### src/rtl/serial_adapter.sv
module serial_adapter #(
  parameter int DIV_MID  = 16,
  parameter int DIV_SLOW = 64
) (
  input  logic       clk,
  input  logic       rst_n,
  input  logic       cs,
  input  logic       we,
  input  logic       addr,
  input  logic [7:0] wdata,
  output logic [7:0] rdata,
  output logic       irq_n,
  input  logic       baud_tick,
  output logic       txd,
  input  logic       rxd,
  input  logic       cts_n,
  input  logic       dcd_n
);
  localparam int CW = $clog2(DIV_SLOW);

  typedef enum logic [1:0] {RX_IDLE, RX_START, RX_BITS} rx_state_t;

  logic [7:0] ctrl;
  logic       mreset, nd8, par_en, odd, stop2, rie, tie;
  logic       wr_ctl, wr_dat, rd_st, rd_dat;
  logic [CW-1:0] divm1, half;

  assign mreset = (ctrl[1:0] == 2'b11);
  assign nd8    = ctrl[4];
  assign par_en = ~ctrl[4] | ctrl[3];
  assign odd    = ctrl[2];
  assign stop2  = ~ctrl[3] & (~ctrl[4] | ~ctrl[2]);
  assign rie    = ctrl[7];
  assign tie    = (ctrl[6:5] == 2'b01);

  assign wr_ctl = cs & we & ~addr;
  assign wr_dat = cs & we & addr;
  assign rd_st  = cs & ~we & ~addr;
  assign rd_dat = cs & ~we & addr;

  always_comb begin
    case (ctrl[1:0])
      2'b01:   begin divm1 = CW'(DIV_MID - 1);  half = CW'(DIV_MID / 2 - 1);  end
      2'b10:   begin divm1 = CW'(DIV_SLOW - 1); half = CW'(DIV_SLOW / 2 - 1); end
      default: begin divm1 = '0;                half = '0;                    end
    endcase
  end

  always_ff @(posedge clk or negedge rst_n)
    if (!rst_n)      ctrl <= 8'h03;
    else if (wr_ctl) ctrl <= wdata;

  // transmit side
  logic [7:0]    hold;
  logic          hold_full, pbit, tx_busy;
  logic [11:0]   tx_sh, fr;
  logic [3:0]    tx_left, flen;
  logic [CW-1:0] tx_cnt;

  assign pbit    = (nd8 ? ^hold : ^hold[6:0]) ^ odd;
  assign flen    = 4'd1 + (nd8 ? 4'd8 : 4'd7) + {3'b000, par_en} + (stop2 ? 4'd2 : 4'd1);
  assign tx_busy = (tx_left != 4'd0);
  assign txd     = tx_busy ? tx_sh[0] : 1'b1;

  always_comb begin
    fr    = '1;
    fr[0] = 1'b0;
    if (nd8) begin
      fr[8:1] = hold;
      if (par_en) fr[9] = pbit;
    end else begin
      fr[7:1] = hold[6:0];
      if (par_en) fr[8] = pbit;
    end
  end

  always_ff @(posedge clk or negedge rst_n) begin
    if (!rst_n) begin
      hold <= '0; hold_full <= 1'b0; tx_sh <= '1; tx_left <= '0; tx_cnt <= '0;
    end else if (mreset) begin
      hold_full <= 1'b0; tx_sh <= '1; tx_left <= '0; tx_cnt <= '0;
    end else begin
      if (!tx_busy) begin
        if (hold_full && !cts_n) begin
          tx_sh     <= fr;
          tx_left   <= flen;
          tx_cnt    <= divm1;
          hold_full <= 1'b0;
        end
      end else if (baud_tick) begin
        if (tx_cnt == '0) begin
          tx_sh   <= {1'b1, tx_sh[11:1]};
          tx_left <= tx_left - 4'd1;
          tx_cnt  <= divm1;
        end else begin
          tx_cnt <= tx_cnt - 1'b1;
        end
      end
      if (wr_dat) begin
        hold      <= wdata;
        hold_full <= 1'b1;
      end
    end
  end

  // receive side
  rx_state_t     rx_st;
  logic          rx_s1, rx_s2, rx_arm, rx_done, p_got, stop_got, p_err;
  logic [CW-1:0] rx_cnt;
  logic [3:0]    rx_n, target;
  logic [8:0]    rx_sh;
  logic [9:0]    rx_vec, rx_al;
  logic [7:0]    rx_byte;

  assign target   = (nd8 ? 4'd8 : 4'd7) + {3'b000, par_en} + 4'd1;
  assign rx_vec   = {rx_s2, rx_sh};
  assign rx_al    = rx_vec >> (4'd10 - target);
  assign rx_byte  = nd8 ? rx_al[7:0] : {1'b0, rx_al[6:0]};
  assign p_got    = nd8 ? rx_al[8] : rx_al[7];
  assign stop_got = rx_al[target - 4'd1];
  assign p_err    = par_en & (p_got != ((^rx_byte) ^ odd));
  assign rx_done  = baud_tick & ~mreset & (rx_st == RX_BITS) & (rx_cnt == '0)
                  & ((rx_n + 4'd1) == target);

  always_ff @(posedge clk or negedge rst_n)
    if (!rst_n) begin rx_s1 <= 1'b1; rx_s2 <= 1'b1; end
    else        begin rx_s1 <= rxd;  rx_s2 <= rx_s1; end

  always_ff @(posedge clk or negedge rst_n) begin
    if (!rst_n) begin
      rx_st <= RX_IDLE; rx_cnt <= '0; rx_n <= '0; rx_sh <= '0; rx_arm <= 1'b0;
    end else if (mreset) begin
      rx_st <= RX_IDLE; rx_cnt <= '0; rx_n <= '0; rx_arm <= 1'b0;
    end else if (baud_tick) begin
      case (rx_st)
        RX_IDLE:
          if (rx_s2) rx_arm <= 1'b1;
          else if (rx_arm) begin
            rx_arm <= 1'b0;
            rx_n   <= '0;
            if (ctrl[1:0] == 2'b00) begin rx_st <= RX_BITS;  rx_cnt <= '0;   end
            else                    begin rx_st <= RX_START; rx_cnt <= half; end
          end
        RX_START:
          if (rx_cnt != '0) rx_cnt <= rx_cnt - 1'b1;
          else if (!rx_s2) begin rx_st <= RX_BITS; rx_cnt <= divm1; end
          else rx_st <= RX_IDLE;
        RX_BITS:
          if (rx_cnt != '0) rx_cnt <= rx_cnt - 1'b1;
          else begin
            rx_sh  <= rx_vec[9:1];
            rx_n   <= rx_n + 4'd1;
            rx_cnt <= divm1;
            if ((rx_n + 4'd1) == target) rx_st <= RX_IDLE;
          end
        default: rx_st <= RX_IDLE;
      endcase
    end
  end

  // status flags
  logic [7:0] rx_data, stat;
  logic       rdrf, ovr, lost, fe, pe, st_seen, dcd_q, irq_cond;

  always_ff @(posedge clk or negedge rst_n) begin
    if (!rst_n) begin
      rx_data <= '0; rdrf <= 1'b0; ovr <= 1'b0; lost <= 1'b0;
      fe <= 1'b0; pe <= 1'b0; st_seen <= 1'b0; dcd_q <= 1'b1;
    end else begin
      dcd_q <= dcd_n;
      if (mreset) begin
        rdrf <= 1'b0; ovr <= 1'b0; lost <= 1'b0; fe <= 1'b0; pe <= 1'b0; st_seen <= 1'b0;
      end else begin
        if (rd_st) st_seen <= 1'b1;
        if (rd_dat) begin
          rdrf    <= 1'b0;
          st_seen <= 1'b0;
          if (st_seen) begin ovr <= 1'b0; lost <= 1'b0; end
        end
        if (dcd_n && !dcd_q) lost <= 1'b1;
        if (rx_done) begin
          if (rdrf && !rd_dat) ovr <= 1'b1;
          else begin
            rx_data <= rx_byte;
            rdrf    <= 1'b1;
            fe      <= ~stop_got;
            pe      <= p_err;
          end
        end
      end
    end
  end

  assign stat     = {~irq_n, pe, ovr, fe, cts_n, lost, ~hold_full & ~cts_n, rdrf};
  assign irq_cond = (rie & (rdrf | lost | ovr)) | (tie & stat[1]);
  assign rdata    = addr ? rx_data : stat;

  always_ff @(posedge clk or negedge rst_n)
    if (!rst_n) irq_n <= 1'b1;
    else        irq_n <= ~irq_cond;

endmodule

### config.mk
export PLATFORM = sky130hd
export DESIGN_NAME = serial_adapter
export DESIGN_NICKNAME = d
export VERILOG_FILES = /design/src/rtl/serial_adapter.sv
export SDC_FILE = /design/constraint.sdc
export NUM_CORES = 1
export LEC_CHECK = 0
export ABC_CLOCK_PERIOD_IN_PS = 5050
export CAP_MARGIN = 25
export CORE_MARGIN = 2
export CORE_UTILIZATION = 40
export DETAILED_ROUTE_END_ITERATION = 8
export PLACE_DENSITY = 0.66
export SLEW_MARGIN = 20
export SYNTH_ARGS = -nofsm -noshare
export SYNTH_HDL_FRONTEND = slang
export SYNTH_SLANG_ARGS = --single-unit
### constraint.sdc
create_clock -name clk -period 5.05 [get_ports clk]
set_input_delay 1.01 -clock clk [delete_from_list [all_inputs] [get_ports clk]]
set_output_delay 1.01 -clock clk [all_outputs]
set_load 0.02 [all_outputs]
==> impl_metrics.env <==
export IMPL_postRouteAntennaNets=0
export IMPL_fin_worst_skew_ns=0.00756
export IMPL_critical_path_end_type="output pin"
export IMPL_ys_async_sr_fraction_pct=100
export IMPL_critical_path_top_delay_family="buffers and inverters"
export IMPL_timing_critical_path_fanout_max=15
export IMPL_placer_congestion=0.824
export IMPL_hpwl_mm=6.46
export IMPL_maximum_number_of_pins_on_one_net_before_global_route_repair=78
export IMPL_grt_antenna_before_repair=0
export IMPL_timing_hold_ws_ns=0.365
export IMPL_timing_max_slew_rel_slack_pct=39.5
export IMPL_path_cells="clkdlybuf4s50_1 > mux2_2 > clkdlybuf4s50_1"
export IMPL_area_sequential_um2=1950
export IMPL_wirelength_mm=9.24
export IMPL_path_class="in2out"
export IMPL_critPathMostFrequentCell="clkdlybuf4s50_1"
export IMPL_tritoncts_num_buffers=9
export IMPL_timing_final_hold_violations=0
export IMPL_cp_data_required_time_ns=4.04
export IMPL_yosys_area_share_adder_pct=5.41
export IMPL_numClockSinks=77
export IMPL_floorplan_initialDensity_pct=41.5
export IMPL_synth_simple_gate_area_share_pct=16.2
export IMPL_synth_xor_area_share_pct=4.27
export IMPL_synth_compound_area_share_pct=14.2
export IMPL_drv_cap=0
export IMPL_final_period_utilization_pct=75.2
export IMPL_ys_ff_latch=77
export IMPL_io_pins=27
export IMPL_max_freq_mhz=263
export IMPL_grt_pass1_wl_mm=15.8
export IMPL_dr_total_vias=3264
export IMPL_post_synth_instance_area_um2=4310
export IMPL_cell_rows=37
export IMPL_report_final_slew_viol_count=0
export IMPL_critPathMaxStageDelay_ns=0.84
export IMPL_synth_largest_area_cell="dfrtp_1"
export IMPL_cts_hold_buf=0
export IMPL_synth_top_family_by_area="simple AND/OR/NAND/NOR gates"
export IMPL_grt_total_usage_pct=17.4
export IMPL_post_drt_via_cell_ratio=5.41
export IMPL_die_height_um=108
export IMPL_power_per_cell_area_nw_per_um2=524
export IMPL_crit_buf_inv=2
export IMPL_synth_cell_type_count=55
export IMPL_post_synth_cell_area_avg_um2=9.78
export IMPL_cts_htree_levels=3
export IMPL_rsz0062_at_grt="false"
export IMPL_grt_pass1_vias=3173
export IMPL_grt_overflow_total=0
export IMPL_final_setup_viol_count=0
export IMPL_port_buffers=26
export IMPL_timing_critical_path_slowest_stage_cell="clkdlybuf4s50_1"
export IMPL_die_area_um2=11600
export IMPL_firstDrtPassIters=4
export IMPL_peakVddDrop_uv=224
export IMPL_synth_top_cell_area_share_pct=35.5
export IMPL_diodes=0
export IMPL_min_period_ns=3.80
export IMPL_worst_pin_slew_ns=0.903
export IMPL_finish_net_count=497
export IMPL_final_core_util_pct=47.1
export IMPL_syn_inst=440
export IMPL_synth_flop_cell="dfrtp_1"
export IMPL_synth_commonest_cells="61 x dfrtp_1, 54 x nand2_1, 40 x nor2_1"
export IMPL_wire_per_inst_um=15.3
export IMPL_run_status="finished clean"
export IMPL_yosysWarningCount=0
export IMPL_detailedRoute_firstIterationViolations=151
export IMPL_hold_class="reg2reg"
export IMPL_multiInputGateArea_um2=2210
export IMPL_synth_seq_area_share_pct=45.2
export IMPL_tritoncts="yes"
export IMPL_synth_area_leaders="dfrtp_1 35%, dfstp_2 9.8%, mux2_2 8.9%, ha_1 4.9%, nand2_1 4.7%"
export IMPL_post_synth_mux_area_share_pct=11.2
export IMPL_detail_route_drc_violations=0
export IMPL_coreArea_um2=10400
export IMPL_clock_path_buffers=2
export IMPL_setup_total_negative_slack_ns=0
export IMPL_post_cts_resize_count=0
export IMPL_p_leak_uw=0.00212
export IMPL_die_x_um=108
export IMPL_setup_worst_path_start_class="primary input"
export IMPL_synth_edff_count=0
export IMPL_clock_insertion_delay_worst_skew_ns=0.36
export IMPL_drive_gt1_share_pct=16.9
export IMPL_syn_num_nets=475
export IMPL_cts_clk_slew_worst_paths_ns=0.08
export IMPL_area_growth_syn_to_layout_pct=13.5
export IMPL_cts_repair_timing_setup_buffer_count=0
export IMPL_timing_critical_path_arrival_ns=2.79
export IMPL_synth_most_common_cell="dfrtp_1"
export IMPL_ctsRootBufferMaster="clkbuf_8"
export IMPL_fillers=997
[final cells by class]
class	count	share of cell area, %
clock buffers	11	2.69
repair buffers	29	6.14
inverters	18	1.38
well taps	136	3.48
multi-input cells	327	45.2
flip-flops and latches	77	39.8
clock inverters	5	1.23
[worst reg2reg max path, cell delays in order (launching register included)]
cell      delay, ns
dfstp_2        0.56
ha_1           0.48
buf_4          0.32
clkinv_1       0.49
nand4_1        0.60
mux2_2         0.41
[sequential cells by signal (all words and copies together) (netlist names), 2 cells and up]
register,count
tx_sh,10
rx_sh,9
ctrl,8
hold,8
rx_data,8
rx_cnt,6
tx_cnt,6
rx_n,4
tx_left,4
rx_st,2
[per-layer routing]
layer / vias up / GRT usage, % / part of all wire (%)
met4: 0 / 5.49 / 1.5
met3: 11 / 4.06 / 4.0
met2: 54 / 27.0 / 46
met1: 1604 / 24.2 / 49
li1: 1595 / - / -
met5: - / 0 / 0
[cell usage in the layout (no fill, tap or decap), types with 3 or more instances in the layout]
cell type,Yosys,layout
clkdlybuf4s50_1,0,25
a31oi_1,4,4
xnor2_1,15,15
ha_1,17,17
dfrtp_1,61,61
clkbuf_8,0,9
nor2_1,40,40
nor3b_1,4,4
nor3_1,10,10
inv_1,17,17
o311ai_0,7,7
nand2b_1,4,4
mux2i_1,10,10
nand3_1,8,8
mux2_2,34,34
xor2_1,6,6
o21ai_0,30,30
o31ai_1,7,7
nor2b_1,3,3
nand2_1,54,54
buf_4,1,3
a21oi_1,31,31
and3_1,4,4
dfstp_2,16,16
a22oi_1,3,3
[metrics by stage]
| step | instance area, um2 | cells | power, uW | setup slack [ns] |
|---|---|---|---|---|
| floorplan | 4310 | 440 | 1830 | 2.23 |
| global placement | 4670 | 586 | 2060 | 1.26 |
| detailed placement | 4670 | 586 | 2100 | 1.25 |
| CTS | 4860 | 602 | 2570 | 1.24 |
| global route | 4890 | 603 | 2780 | 1.15 |
| finish | 4890 | 603 | 2560 | 1.25 |
[worst paths after layout]
path / start / to / slack, ns / cells past startpoint
max reg2reg: ctrl[1] / hold[5] / 2.08 / 5
max in group asynchronous: rst_n / tx_sh[5] / 3.89 / 2
min reg2reg: rx_s1 / rx_s2 / 0.37 / 0
min in group asynchronous: rst_n / rx_n[0] / 0.55 / 1
max: addr / rdata[0] / 1.25 / 3
min: rx_s1 / rx_s2 / 0.37 / 0
[kinds of logic after synthesis]
kind of cell	count (synthesis)
multiplexers	44
XOR/XNOR	21
AO/OA/AOI/OAI	98
buffers and inverters	36
adder cells (fa/ha/maj)	18
flip-flops	77
AND/OR/NAND/NOR	146
[power breakdown]
part	internal, uW	switching (uW)	leakage [uW]
logic	495	657	0.00106
clock network	231	238	0.0000939
registers	794	145	0.000965
total	1520	1040	0.00212
(Power assumes the default switching activity.)
